### src/rtl/trap_pkg.sv
`timescale 1ns/1ps
package trap_pkg;
   localparam int OPC_W = 4;

   // decoded operation classes seen by the trap unit
   typedef enum logic [OPC_W-1:0] {
      OPC_NONE   = 4'd0,
      OPC_ATTN   = 4'd1,
      OPC_MFMSR  = 4'd2,
      OPC_MTMSR  = 4'd3,
      OPC_MTMSRD = 4'd4,
      OPC_RFID   = 4'd5,
      OPC_MFSPR  = 4'd6,
      OPC_MTSPR  = 4'd7,
      OPC_ALU    = 4'd8
   } op_class_e;
endpackage

### src/rtl/trap_detect.sv
`timescale 1ns/1ps
module trap_detect
   import trap_pkg::*;
#(
   parameter int INSN_W      = 32,
   parameter int SPR_SEL_BIT = 20
) (
   input  logic [OPC_W-1:0]  op_class,
   input  logic [INSN_W-1:0] insn,
   input  logic              user_mode,
   input  logic              illegal,
   output logic              priv_trap,
   output logic              illeg_trap
);
   if (SPR_SEL_BIT >= INSN_W || SPR_SEL_BIT < 0) begin : g_bad_sel
      $error("trap_detect: SPR_SEL_BIT outside instruction word");
   end

   op_class_e cls;
   logic      always_priv;
   logic      spr_class;
   logic      needs_priv;

   assign cls = op_class_e'(op_class);

   always_comb begin
      always_priv = 1'b0;
      spr_class   = 1'b0;
      case (cls)
         OPC_ATTN, OPC_MFMSR, OPC_MTMSR, OPC_MTMSRD, OPC_RFID: always_priv = 1'b1;
         OPC_MFSPR, OPC_MTSPR:                                  spr_class   = 1'b1;
         default: ;
      endcase
   end

   assign needs_priv = always_priv | (spr_class & insn[SPR_SEL_BIT]);
   // privilege cause outranks the illegal cause
   assign priv_trap  = needs_priv & user_mode;
   assign illeg_trap = illegal & ~priv_trap;
endmodule

### src/rtl/trap_state_calc.sv
`timescale 1ns/1ps
module trap_state_calc #(
   parameter int          XLEN     = 64,
   parameter int          NCLR     = 14,
   parameter int unsigned CLR_POS [NCLR] = '{31, 38, 40, 48, 49, 50, 52, 53, 54, 55, 58, 59, 60, 62},
   parameter int          P_SF     = 0,
   parameter int          P_LE     = 63,
   parameter int          P_CPRIV  = 45,
   parameter int          P_CILLEG = 44
) (
   input  logic [XLEN-1:0] cur_msr,
   input  logic            priv_trap,
   input  logic            illeg_trap,
   output logic [XLEN-1:0] next_msr,
   output logic [XLEN-1:0] srr1_val
);
   localparam int L_SF     = XLEN - 1 - P_SF;
   localparam int L_LE     = XLEN - 1 - P_LE;
   localparam int L_CPRIV  = XLEN - 1 - P_CPRIV;
   localparam int L_CILLEG = XLEN - 1 - P_CILLEG;
   localparam logic [XLEN-1:0] SET_MASK = (XLEN'(1) << L_SF) | (XLEN'(1) << L_LE);
   localparam logic [XLEN-1:0] CPRIV_BIT = XLEN'(1) << L_CPRIV;
   localparam logic [XLEN-1:0] CILLEG_BIT = XLEN'(1) << L_CILLEG;

   logic [XLEN-1:0] clr_vec [NCLR];
   logic [XLEN-1:0] clr_mask;
   logic            trap;

   for (genvar k = 0; k < NCLR; k++) begin : g_clr
      if (CLR_POS[k] >= XLEN) begin : g_bad_pos
         $error("trap_state_calc: cleared position outside word");
      end
      assign clr_vec[k] = XLEN'(1) << (XLEN - 1 - int'(CLR_POS[k]));
   end

   always_comb begin
      clr_mask = '0;
      for (int k = 0; k < NCLR; k++) clr_mask = clr_mask | clr_vec[k];
   end

   assign trap = priv_trap | illeg_trap;

   always_comb begin
      if (trap) begin
         next_msr = (cur_msr & ~clr_mask) | SET_MASK;
         srr1_val = cur_msr | (priv_trap ? CPRIV_BIT : CILLEG_BIT);
      end else begin
         next_msr = cur_msr;
         srr1_val = '0;
      end
   end
endmodule

### src/rtl/priv_trap_unit.sv
`timescale 1ns/1ps
module priv_trap_unit #(
   parameter int              XLEN        = 64,
   parameter int              INSN_W      = 32,
   parameter int              SPR_SEL_BIT = 20,
   parameter longint unsigned TRAP_VEC    = 64'h700,
   parameter int              INSN_STRIDE = 4,
   parameter int              P_PR        = 49,
   parameter int              P_SF        = 0,
   parameter int              P_LE        = 63,
   parameter int              P_CPRIV     = 45,
   parameter int              P_CILLEG    = 44,
   parameter int              NCLR        = 14,
   parameter int unsigned     CLR_POS [NCLR] = '{31, 38, 40, 48, 49, 50, 52, 53, 54, 55, 58, 59, 60, 62}
) (
   input  logic                       clk,
   input  logic                       rst_n,
   input  logic                       i_valid,
   input  logic [trap_pkg::OPC_W-1:0] i_op_class,
   input  logic [INSN_W-1:0]          i_insn,
   input  logic [XLEN-1:0]            i_cia,
   input  logic [XLEN-1:0]            i_msr,
   input  logic                       i_illegal,
   output logic                       o_valid,
   output logic                       o_trap_taken,
   output logic                       o_trap_priv,
   output logic                       o_trap_illeg,
   output logic [XLEN-1:0]            o_nia,
   output logic [XLEN-1:0]            o_srr0,
   output logic [XLEN-1:0]            o_srr1,
   output logic [XLEN-1:0]            o_msr
);
   localparam int L_PR = XLEN - 1 - P_PR;
   localparam logic [XLEN-1:0] VEC_ADDR = XLEN'(TRAP_VEC);
   localparam logic [XLEN-1:0] STRIDE   = XLEN'(INSN_STRIDE);

   if (XLEN > 64 || XLEN < 8) begin : g_bad_xlen
      $error("priv_trap_unit: XLEN out of range");
   end
   if (P_PR >= XLEN || P_SF >= XLEN || P_LE >= XLEN ||
       P_CPRIV >= XLEN || P_CILLEG >= XLEN) begin : g_bad_pos
      $error("priv_trap_unit: machine state position outside word");
   end
   if (P_CPRIV == P_CILLEG) begin : g_same_cause
      $error("priv_trap_unit: cause bits must differ");
   end

   logic            det_priv;
   logic            det_illeg;
   logic [XLEN-1:0] calc_msr;
   logic [XLEN-1:0] calc_srr1;
   logic            det_trap;

   trap_detect #(
      .INSN_W     (INSN_W),
      .SPR_SEL_BIT(SPR_SEL_BIT)
   ) u_detect (
      .op_class  (i_op_class),
      .insn      (i_insn),
      .user_mode (i_msr[L_PR]),
      .illegal   (i_illegal),
      .priv_trap (det_priv),
      .illeg_trap(det_illeg)
   );

   trap_state_calc #(
      .XLEN    (XLEN),
      .NCLR    (NCLR),
      .CLR_POS (CLR_POS),
      .P_SF    (P_SF),
      .P_LE    (P_LE),
      .P_CPRIV (P_CPRIV),
      .P_CILLEG(P_CILLEG)
   ) u_state (
      .cur_msr   (i_msr),
      .priv_trap (det_priv),
      .illeg_trap(det_illeg),
      .next_msr  (calc_msr),
      .srr1_val  (calc_srr1)
   );

   assign det_trap = det_priv | det_illeg;

   always_ff @(posedge clk or negedge rst_n) begin
      if (!rst_n) begin
         o_valid      <= 1'b0;
         o_trap_taken <= 1'b0;
         o_trap_priv  <= 1'b0;
         o_trap_illeg <= 1'b0;
         o_nia        <= '0;
         o_srr0       <= '0;
         o_srr1       <= '0;
         o_msr        <= '0;
      end else begin
         o_valid      <= i_valid;
         o_trap_taken <= i_valid & det_trap;
         o_trap_priv  <= i_valid & det_priv;
         o_trap_illeg <= i_valid & det_illeg;
         if (i_valid) begin
            o_nia  <= det_trap ? VEC_ADDR : i_cia + STRIDE;
            o_srr0 <= det_trap ? i_cia : '0;
            o_srr1 <= calc_srr1;
            o_msr  <= calc_msr;
         end
      end
   end
endmodule

### config.mk
export PLATFORM = sky130hd
export DESIGN_NAME = priv_trap_unit
export DESIGN_NICKNAME = d
export VERILOG_FILES = /design/src/rtl/trap_pkg.sv /design/src/rtl/trap_detect.sv /design/src/rtl/trap_state_calc.sv /design/src/rtl/priv_trap_unit.sv
export SDC_FILE = /design/constraint.sdc
export NUM_CORES = 1
export LEC_CHECK = 0
export BUFFER_PORTS_ARGS = -buffer_cell sky130_fd_sc_hd__buf_2
export CAP_MARGIN = 40
export CELL_PAD_IN_SITES_DETAIL_PLACEMENT = 0
export CELL_PAD_IN_SITES_GLOBAL_PLACEMENT = 1
export CORE_ASPECT_RATIO = 1.25
export CORE_MARGIN = 10
export CORE_UTILIZATION = 25
export CTS_CLUSTER_SIZE = 40
export DETAILED_ROUTE_END_ITERATION = 8
export HOLD_SLACK_MARGIN = 0.1
export PLACE_DENSITY_LB_ADDON = 0.25
export SYNTH_ARGS = -nofsm -noshare
export SYNTH_HDL_FRONTEND = slang
export SYNTH_SLANG_ARGS = --single-unit
### constraint.sdc
create_clock -name clk -period 1.75 [get_ports clk]
set_input_delay 0.175 -clock clk [delete_from_list [all_inputs] [get_ports clk]]
set_output_delay 0.175 -clock clk [all_outputs]
set_load 0.01 [all_outputs]
=== Word-level counts from Yosys, hierarchy flattened ===
Cells that the tools add are included.

* Bits in registers: 260
* Input bits: 168

* Equality and inequality tests: 7
* Muxes and demuxes: 7
* Add/subtract/negate cells: 1
* Reductions and logical operators: 2
* Bitwise logic cells: 10

{| class="wikitable"
|+ Operator list
! kind !! number
|-
| $mux 64 || 4
|-
| $add 64x3->64 const B || 1
|-
| $or 64x20->64 || 1
|-
| $mux 20 || 1
|-
| $eq 4x3->1 const B || 4
|-
| $eq 4x2->1 const B || 2
|-
| $and 1x1->1 || 6
|-
| $reduce_or 5->1 || 1
|-
| $eq 4x1->1 const B || 1
|-
| $mux 1 || 2
|-
| $or 1x1->1 || 2
|-
| $reduce_or 2->1 || 1
|-
| $not 1->1 || 1
|}

=== Longest topological paths before layout ===
Gate-level depths: netlist of run 1.

* Word-level depth: 10
* Gate-level depth with buffers: 8
* Depth with buffers taken out: 6

=== Hierarchy ===
A second synthesis of run 1 with hierarchy kept.

* Cell total of the unflattened synthesis: 974
* Area, all modules: 11990.2 µm²

{| class="wikitable"
|+ Modules (own cells, without submodules)
! module !! cells each !! area each (µm²) !! times used
|-
| priv_trap_unit || 823 || 10879.2 || 1
|-
| trap_state_calc || 146 || 1076.0 || 1
|-
| trap_detect || 5 || 35.0 || 1
|}

=== Worst setup path after synthesis of run 1 ===
OpenSTA, ideal clock, no wires.

* Path kind: in2reg
* Start point: input port i_cia[5]
* End point: register o_nia[56]
* Data arrival time: 1879 ps
* Path slack: -198 ps
* Cell stages on the path: 7
* Data required time: 1681 ps
* Cells stage by stage: buf_4 -> and4_2 -> nand4_4 -> or4_1 -> clkbuf_2 -> or4_1 -> nand3_1

* Longest elaborated chain between the ends: 2

{| class="wikitable"
|+ Ends and longest elaborated chain
! what !! line !! source
|-
| start: declaration || priv_trap_unit.sv:21 || <nowiki>input logic [XLEN-1:0] i_cia,</nowiki>
|-
| $add 64x3->64 || priv_trap_unit.sv:100 || <nowiki>o_nia <= det_trap ? VEC_ADDR : i_cia + STRIDE;</nowiki>
|-
| $mux 64 || priv_trap_unit.sv:100 ||
|-
| end signal: assignment || priv_trap_unit.sv:100 ||
|-
| end: declaration || priv_trap_unit.sv:28 || <nowiki>output logic [XLEN-1:0] o_nia,</nowiki>
|}

Every way passes these cells.
A chain may end at the register's enable or synchronous reset.

=== Final worst setup path of run 1 ===
* Start point: input port i_op_class[2] (netlist bit)
* End point: register o_nia[34]

* Longest elaborated chain between the ends: 10
* Elaborated cells between the ends (all ways): 18

{| class="wikitable"
|+ Ends and longest elaborated chain
! what !! line !! source
|-
| start: declaration || priv_trap_unit.sv:19 || <nowiki>input logic [trap_pkg::OPC_W-1:0] i_op_class,</nowiki>
|-
| $eq 4x3->1 || trap_detect.sv:29 || <nowiki>case (cls)</nowiki>
|-
| $reduce_or 2->1 || trap_detect.sv:29 ||
|-
| $mux 1 || trap_detect.sv:29 ||
|-
| $and 1x1->1 || trap_detect.sv:36 || <nowiki>assign needs_priv = always_priv | (spr_class & insn[SPR_SEL_BIT]);</nowiki>
|-
| $or 1x1->1 (*) || trap_detect.sv:36 ||
|-
| $and 1x1->1 (*) || trap_detect.sv:38 || <nowiki>assign priv_trap = needs_priv & user_mode;</nowiki>
|-
| $not 1->1 || trap_detect.sv:39 || <nowiki>assign illeg_trap = illegal & ~priv_trap;</nowiki>
|-
| $and 1x1->1 || trap_detect.sv:39 ||
|-
| $or 1x1->1 (*) || priv_trap_unit.sv:82 || <nowiki>assign det_trap = det_priv | det_illeg;</nowiki>
|-
| $mux 64 (*) || priv_trap_unit.sv:100 ||
|}

Mark *: on every way between the ends. The rest lies on a longest branch, timed or not.

==> run metrics, run 1 <==
commonest non-fill, non-tap cell in the layout=buf_2; critical-path cell list=dlygate4sd3_1 > buf_2 > or3_1 > a311oi_4 > buf_12 > nand2_1 > a31oi_1 > a221o_1; DIE WIDTH=211 um; Pwr Density=910 nW/um^2; register area share after synthesis=57.3%; XOR/XNOR Fraction of Synth Area=about 3.0%; largest family of logic cells by synthesized area=compound AO/OA/AOI/OAI gates; Total Wirelength=48400 um; total negative setup slack=0 ns; Initial Util=25.2%; dominant cells by area after synthesis=dfrtp_1 (57%), o2bb2ai_1 (11%), nand2_1 (5.9%); CP bufs+invs=3; CP Data Required Time=2.25 ns; CP startpoint=i_op_class[2]; DR pass1 iterations=5; Via density=4.76; Hold Path Class=input port to async pin; fin. max-slew vios=0; Syn Area/Cell=10.6 um^2; number of synthesized flops with an enable pin=0; # Max-Cap Violations=0; Die Area=54400 um^2; fin area=17600 um^2; Syn Inst Count=1068; CTS tree=done; Rows=87; HPWL after DPL=35800 um; Remaining DRCs=0; Max stage delay cell, worst path=dlygate4sd3_1; final number of hold-violating endpoints=0; clock period minus worst slack=1.72 ns; Leakage=8.53 nW; reg2reg start=o_nia[34]$_DFFE_PN0P_; Rel. slew slack=43.7%; status=finished, final reports clean; Final Cycle Share=approximately 100%; fin util=between 30% and 40%; #FFs+latches synth=260; H-tree levels=1; Adder-Cell Fraction of Synth Area=0.110%; Final nets=1875; RSZ-0062 raised after global routing=yes; Max Clk Rate=581 MHz; GRT Resource Usage Total=17.1%; total CTS buffers=29; clock sinks=260; initial antenna violation count=1; Synthesis Warnings=0; Ports=428; VDD IR max=0.663 mV; Post-Synthesis Cell Area=11400 um^2; fraction of synthesized area in multiplexers=0.386%; DR vias=11000; max incr delay on CP=0.56 ns; largest net degree at the start of global routing=160; first-pass GRT wire length=73100 um; IO Port Bufs=396; Synth cell types=61; number of global-route vias before repair=11500; most frequent cells in the layout=buf_2 (394), dfrtp_1 (260), nand2_1 (178); critical path capture point type=flop; wire length per cell=21.0 um; fill cell count=4554; complex-gate fraction of the synthesized area=roughly 18%; Worst Path Class, Setup=input port to flop; ys flop type=dfrtp_1; Max Root-Sink Buffers=3; Async S/R FF share, synth=100%; Post-Synth Simple-Gate Area=16.0%; die height=roughly 260 um; post-place instance area=15200 um^2; startpoint types=input port; Max Fanout on Critical Path=16; GPL Wtd Cong=approximately 0.81; gr ovfl total=0; Skew-Pair Late Insertion Delay=0.55 ns; CTS clk-pin slew, worst paths=around 0.060 ns; Post-DRT Antenna Nets=0; clock skew=0 ns; top-area cell type share of the netlist area=a little under three fifths; Area Overhead vs Synth=54.5%; Tightest Pin Transition=roughly 0.84 ns; top cell type by total area after synthesis=dfrtp_1; layout cells sized above 1=37.1%; root buf cell=clkbuf_16; hold_ws=0.128 ns; Post-Syn Nets=1237; DRT iter0 DRCs=525; setup violators final=0; Critical Path AT=~2.2 ns; core area=45100 um^2; CP delay by family, top=buffers and inverters
-- worst paths after layout --
path,endpoint,slack (ns),cells past startpoint
setup / recovery,o_nia[34]$_DFFE_PN0P_,0.03,8
hold / removal,o_srr1[46]$_DFFE_PN0P_,0.13,2
max in group asynchronous,o_msr[2]$_DFFE_PN0P_,0.90,3
hold reg to reg,o_nia[5]$_DFFE_PN0P_,0.48,1
setup reg to reg,o_nia[34]$_DFFE_PN0P_,0.91,1
min in group clk,o_nia[61]$_DFFE_PN0P_,0.13,5
-- flip-flops by register name (all words and copies together) (netlist names) --
| name | flops |
|---|---|
| o_msr | 64 |
| o_nia | 64 |
| o_srr0 | 64 |
| o_srr1 | 64 |
| o_trap_illeg | 1 |
| o_trap_priv | 1 |
| o_trap_taken | 1 |
| o_valid | 1 |
-- Yosys cell counts, drive strengths merged, types with 2 or more instances --
cell and count:
a211o 2, a21oi 9, a22o 32, a31o 2
a31oi 3, and2 7, and3 15, and4 8
buf 18, clkbuf 65, dfrtp 260, inv 52
mux2 3, nand2 178, nand3 42, nand4 34
nor2 24, nor3 13, nor4 16, nor4b 2
o211ai 10, o21ai 47, o2bb2ai 143, o311ai 4
o31ai 5, or3 5, or4 13, xnor2 22
xor2 17
-- where the power goes --
group          internal (mW)  switching, mW  leakage (nW)  total [mW]
Combinational           1.26           1.60          4.74        2.86
Clock                   3.71           2.56         0.480        6.26
Sequential              6.53          0.306          3.31        6.84
-- per-layer routing --
layer / part of all wire [%] / routed length, um / track usage [%] / up-vias
li1: - / - / - / 5150
met1: 40 / 19500 / 20.5 / 5416
met4: 2.9 / 1390 / 5.50 / 0
met5: 0 / 0 / 0 / -
met2: 50 / 24400 / 29.6 / 343
met3: 6.5 / 3160 / 4.08 / 64
-- per-stage QoR --
stage	power (mW)	setup WS, ns	cells
final	16.0	0.0279	2306
after global routing	16.7	-0.0388	2306
after CTS	16.2	0.00746	2302
after detailed placement	9.61	-0.293	2118
after global placement	9.60	-0.280	2118
after floorplan	7.97	-0.0688	1068
-- layout make-up --
class                      count  area [um^2]  share of cell area (%)
sequential                   260         6510                    37.1
timing repair buffer         690         4730                    26.9
clock inverter                10          113                   0.642
multi-input combinational    673         4410                    25.1
tap                          578          723                    4.12
inverter                      52          203                    1.15
clock buffer                  42          865                    4.93
antenna                        1         2.50                  0.0143
-- kinds of logic after synthesis --
family,after synthesis
AOI/OAI and AO/OA,265
xor gates and xnor gates,39
adders and majority gates,1
buffers and inverters,135
DFF,260
muxes,4
and+or+nand+nor,364
-- timing repair --
action	in CTS	in global routing
setup endpoints to repair	0	16
buffers inserted	0	3
resized for setup	0	8
hold buffers	132	0
endpoints found under the hold margin	491	0
(Power assumes the default switching activity.)
==> run 2: changes to the inputs <==
- CELL_PAD_IN_SITES_DETAIL_PLACEMENT: 0 -> default
- CELL_PAD_IN_SITES_GLOBAL_PLACEMENT: 1 -> default
==> run 2 against run 1 <==
  * Non-clock buffer count rose by 20
  * Clock power fell by 4.6%
  * Via count rose by 0.50%
  * Critical endpoint unchanged
  * Wire length fell by 2.3%
  * Combinational power barely moved
  * Design area rose by 0.44%
==> run metrics, run 2 (same netlist as run 1, synthesis figures left out) <==
Leakage=8.58 nW (+0.61%); Hold Path Class=input port to async pin; fill cell count=4456 (-2.2%); H-tree levels=1 (unchanged); DRT iter0 DRCs=667 (+27%); busiest grt layer=met2; number of global-route vias before repair=11500 (-0.11%); critical path capture point type=flop; met1 Use GR=19.6% (-0.88 points); Tightest Pin Transition=0.834 ns (-0.0101 ns); DR vias=11000 (+0.50%); setup ws final=0.0201 ns (-0.00779 ns); post-CTS setup buffers=0 (unchanged); area of the multi-input gates=4380 um^2 (-0.79%); gr ovfl total=0 (unchanged); register area=6510 um^2 (unchanged); switching pwr=4.44 mW (-0.58%); Rel. slew slack=44.4% (+0.68 points); die height=258 um (unchanged); Initial Util=25.2% (unchanged); Non-Filler Instances=2326 (+0.87%); total negative setup slack=0 ns (unchanged); core area=45100 um^2 (unchanged); CTS tree=done; Max Clk Rate=578 MHz (-0.45%); HPWL after DPL=34600 um (-3.3%); Post-DRT Antenna Nets=0 (unchanged); largest net degree at the start of global routing=160 (unchanged); DR pass1 iterations=5 (unchanged); DIE WIDTH=211 um (unchanged); clock sinks=260 (unchanged); Clk pwr share=38.1% (-1.1 points); Pwr Density=889 nW/um^2 (-2.2%); dpl ws=-0.418 ns (-0.125 ns); share of power burned in registers=43.6% (+0.8 points); P_int=11.2 mW (-2.3%); # Max-Cap Violations=0 (unchanged); Worst Path Class, Setup=input port to flop; Placed Cells=2136 (+0.85%); setup violators final=0 (unchanged); Final nets=1894 (+1.0%); Remaining DRCs=0 (unchanged); VDD IR max=0.680 mV (+2.6%); CTS clk-pin slew, worst paths=0.06 ns (about the same); Skew-Pair Late Insertion Delay=0.55 ns (about the same); initial antenna violation count=3 (+2); IO Port Bufs=396 (unchanged); Max Root-Sink Buffers=3 (unchanged); wire length per cell=20.3 um (-3.1%); commonest non-fill, non-tap cell in the layout=buf_2; first-pass GRT wire length=72000 um (-1.4%); Total Wirelength=47300 um (-2.3%); final number of hold-violating endpoints=0 (unchanged); GPL Wtd Cong=0.875 (+7.4%); Max Fanout on Critical Path=16 (unchanged); layout cells sized above 1=37.5% (+0.34 points); Die Area=54400 um^2 (unchanged); status=finished, final reports clean; met3 Usage GRT=4.55% (+0.47 points); total CTS buffers=28 (-3.4%); fin area=17600 um^2 (+0.44%); CP Data Required Time=2.19 ns (-0.06 ns); clock skew=0 ns (unchanged); Sw Share=28.3% (+0.34 points); startpoint types=input port; Critical Path AT=2.17 ns (-0.05 ns); Via density=4.74 (-0.36%); Area Overhead vs Synth=55.2%; Ports=428 (unchanged); root buf cell=clkbuf_16; clock period minus worst slack=1.73 ns (+0.00779 ns); Final Cycle Share=98.9% (+0.45 points); most frequent cells in the layout=buf_2 (394), dfrtp_1 (260), nand2_1 (178); RSZ-0062 raised after global routing=yes; met2 Usage GRT=29.3% (-0.29 points); combinational share of power=18.3% (+0.4 points); post-place instance area=15300 um^2 (+0.87%); GRT Resource Usage Total=16.8% (-0.33 points); fin. max-slew vios=0 (unchanged); Rows=87 (unchanged); Tot Pwr=15.7 mW (-1.8%)
[run 2: cell count changes in the layout (fill, tap and decap cells not counted), sizes merged, moves of 3 or more]
cell	previous run	this run
dlygate4sd3	132	137
buf	558	573
clkbuf	42	39
clkinv	5	8
[run 2: layer usage]
layer  share of wire (%)  vias to the layer above
met1                  40                     5435
met5               0.027                        -
met4                 2.7                        2
li1                    -                     5188
met2                  50                      337
met3                 6.9                       66
[run 2: worst max-delay path, cell delays in order]
cell and delay (ns):
dlygate4sd3_1 0.55, buf_2 0.12, or2b_2 0.35, o311ai_2 0.41, buf_12 0.20, nor2_1 0.05, a221o_1 0.31
[run 2: what timing repair did]
action                     in CTS  in global routing
hold buffers                  137                  0
hold endpoints to repair      500                  0
setup endpoints to repair       0                 16
gates resized for setup         0                  5
[run 2: final timing paths]
kind                                          endpoint  slack, ns  depth (start not counted)                  start
max in group asynchronous       o_srr1[17]$_DFFE_PN0P_       0.92                          3                  rst_n
min in group clk                 o_nia[32]$_DFFE_PN0P_       0.15                          4              i_cia[32]
worst min-delay path             o_msr[21]$_DFFE_PN0P_       0.12                          2                  rst_n
worst max register to register   o_nia[34]$_DFFE_PN0P_       0.90                          1  o_nia[34]$_DFFE_PN0P_
worst min register to register    o_nia[8]$_DFFE_PN0P_       0.47                          1   o_nia[8]$_DFFE_PN0P_
worst max-delay path             o_nia[34]$_DFFE_PN0P_       0.02                          7              i_msr[14]
[run 2: power by group through the flow]
stage | clock (mW) | sequential, mW | combinational (mW)
finish | 5.97 | 6.84 | 2.88
global route | 6.44 | 6.89 | 3.14
CTS | 6.23 | 6.84 | 2.92
detailed placement | 0 | 6.93 | 2.67
global placement | 0 | 6.93 | 2.65
floorplan | 0 | 7.16 | 0.805
[run 2: per-stage QoR]
stage / hold slack, ns / utilization, %
finish: 0.118 / 39.1
global route: 0.132 / 39.1
CTS: 0.104 / 39.1
detailed placement: 0.127 / 34.0
global placement: 0.130 / 34.0
floorplan: -0.121 / -
[run 2: area by class of cell]
type | count | share of cell area (%)
Sequential cell | 260 | 36.9
Timing Repair Buffer | 710 | 27.8
Multi-Input combinational cell | 673 | 24.8
Clock buffer | 39 | 4.67
Tap cell | 578 | 4.10
Inverter | 52 | 1.14
Clock inverter | 12 | 0.568
Antenna cell | 2 | 0.0284
==> run 3: changes to the inputs <==
- MAX_ROUTING_LAYER: default -> met4
==> run 3 against run 2 <==
  * Sequential cell count stayed put
  * Largest power group unchanged
  * Clock-buffer cell count stayed put
  * Critical endpoint unchanged
  * Combinational power hardly changed
  * Power is 0.15% higher
  * Non-clock buffer count stayed put
  * Register-to-register slack hardly changed
  * Setup slack better by 0.018 ns
  * Sequential share of layout area hardly changed
  * Critical path depth stayed put
  * Highest routed layer is now met4
  * Hold slack worse by 0.0065 ns
  * Global-route usage is 0.49 points higher
  * Core utilization hardly changed
==> run metrics, run 3 (same netlist as run 1, synthesis figures left out) <==
Post-DRT Antenna Nets=0 (unchanged); initial antenna violation count=3 (unchanged); CTS clk-pin slew, worst paths=0.06 ns (about the same); wire length per cell=20.4 um (+0.24%); Stages on worst setup path=7 (unchanged); H-tree levels=1 (unchanged); core area=45100 um^2 (unchanged); fin util=39.1% (about the same); GPL Wtd Cong=0.888 (+1.5%); Max Fanout on Critical Path=16 (unchanged); Ports=428 (unchanged); post-CTS setup buffers=0 (unchanged); critical-path cell list=dlygate4sd3_1 > buf_2 > or2b_2 > o311ai_2 > buf_12 > nor2_1 > a221o_1; clock sinks=260 (unchanged); Rows=87 (unchanged); Pwr Density=890 nW/um^2 (+0.11%); setup ws final=0.0383 ns (+0.0182 ns); DRT iter0 DRCs=575 (-14%); Final nets=1894 (unchanged); CP bufs+invs=3 (unchanged); RSZ-0062 raised after global routing=yes; Area Overhead vs Synth=55.3% (about the same); Initial Util=25.2% (unchanged); Final Cycle Share=97.8% (-1.0 points); layout cells sized above 1=37.5% (unchanged); Remaining DRCs=0 (unchanged); R2R setup slack=0.91 ns (about the same); Critical Path AT=2.15 ns (-0.02 ns); setup violators final=0 (unchanged); clock skew=0 ns (unchanged); Worst Path Class, Setup=input port to flop; Hold Path Class=input port to async pin; Skew-Pair Late Insertion Delay=0.56 ns (about the same); register area=6510 um^2 (unchanged); Max stage delay cell, worst path=dlygate4sd3_1; status=finished, final reports clean; CTS tree=done; dpl ws=-0.418 ns (unchanged); Rel. slew slack=45.4% (+1.1 points); CP Data Required Time=2.19 ns (about the same); gr ovfl total=0 (unchanged); root buf cell=clkbuf_16; fin. max-slew vios=0 (unchanged); # Max-Cap Violations=0 (unchanged); DIE WIDTH=211 um (unchanged); Tightest Pin Transition=0.818 ns (-0.0160 ns); most frequent cells in the layout=buf_2 (394), dfrtp_1 (260), nand2_1 (178); startpoint types=input port; GRT Resource Usage Total=17.3% (+0.49 points); total negative setup slack=0 ns (unchanged); max incr delay on CP=0.56 ns (about the same); Total Wirelength=47400 um (+0.28%); Leakage=8.58 nW (about the same); final number of hold-violating endpoints=0 (unchanged); FF-to-FF path depth=1 (unchanged); commonest non-fill, non-tap cell in the layout=buf_2; Via density=4.75 (+0.10%); CP delay by family, top=buffers and inverters; clock period minus worst slack=1.71 ns (-0.0182 ns); die height=258 um (unchanged); Max Clk Rate=584 MHz (+1.1%); VDD IR max=0.680 mV (about the same); total CTS buffers=28 (unchanged); first-pass GRT wire length=72000 um (about the same); IO Port Bufs=396 (unchanged); fill cell count=4455 (-0.022%); critical path capture point type=flop; area of the multi-input gates=4380 um^2 (about the same); Max Root-Sink Buffers=3 (unchanged); HPWL after DPL=34600 um (unchanged); DR pass1 iterations=5 (unchanged); DR vias=11000 (+0.15%); number of global-route vias before repair=11500 (+0.18%); largest net degree at the start of global routing=160 (unchanged); Die Area=54400 um^2 (unchanged)
## run 3: final cells by class
cell class | instances | share of cell area [%]
Antenna cell | 3 | 0.0426
Clock buffer | 39 | 4.67
Clock inverter | 12 | 0.568
Inverter | 52 | 1.14
Multi-Input combinational cell | 673 | 24.9
Sequential cell | 260 | 36.9
Tap cell | 578 | 4.10
Timing Repair Buffer | 710 | 27.7
## run 3: final timing paths
kind                                             from                endpoint
worst min-delay path                            rst_n   o_msr[21]$_DFFE_PN0P_
min in group clk                            i_cia[31]   o_nia[31]$_DFFE_PN0P_
worst min register to register   o_nia[8]$_DFFE_PN0P_    o_nia[8]$_DFFE_PN0P_
worst max-delay path                        i_msr[14]   o_nia[34]$_DFFE_PN0P_
max in group asynchronous                       rst_n  o_srr1[17]$_DFFE_PN0P_
worst max register to register  o_nia[34]$_DFFE_PN0P_   o_nia[34]$_DFFE_PN0P_
## run 3: repair_timing
action / in CTS / in global routing
hold buffers: 137 / 0
setup endpoints to repair: 0 / 16
gates resized for setup: 0 / 6
endpoints found under the hold margin: 500 / 0
## run 3: report_power, final
part,internal (mW),switching [mW]
registers,6.53,0.303
clock network,3.43,2.56
logic,1.28,1.60
## run 3: routing by layer
| metal | share of wire [%] | track usage (%) |
|---|---|---|
| met5 | 0 | - |
| met4 | 2.6 | 5.10 |
| met3 | 6.7 | 4.15 |
| met2 | 50 | 29.4 |
| met1 | 40 | 19.8 |
## run 3: metrics by stage
step	hold WS [ns]	std cells	area, um^2	total power, mW
3_5_place_dp	0.127	2136	15300	9.61
4_1_cts	0.104	2324	17600	16.0
3_3_place_gp	0.130	2136	15300	9.58
2_1_floorplan	-0.121	1068	11400	7.97
5_1_grt	0.133	2327	17600	16.5
6_report	0.111	2327	17600	15.7
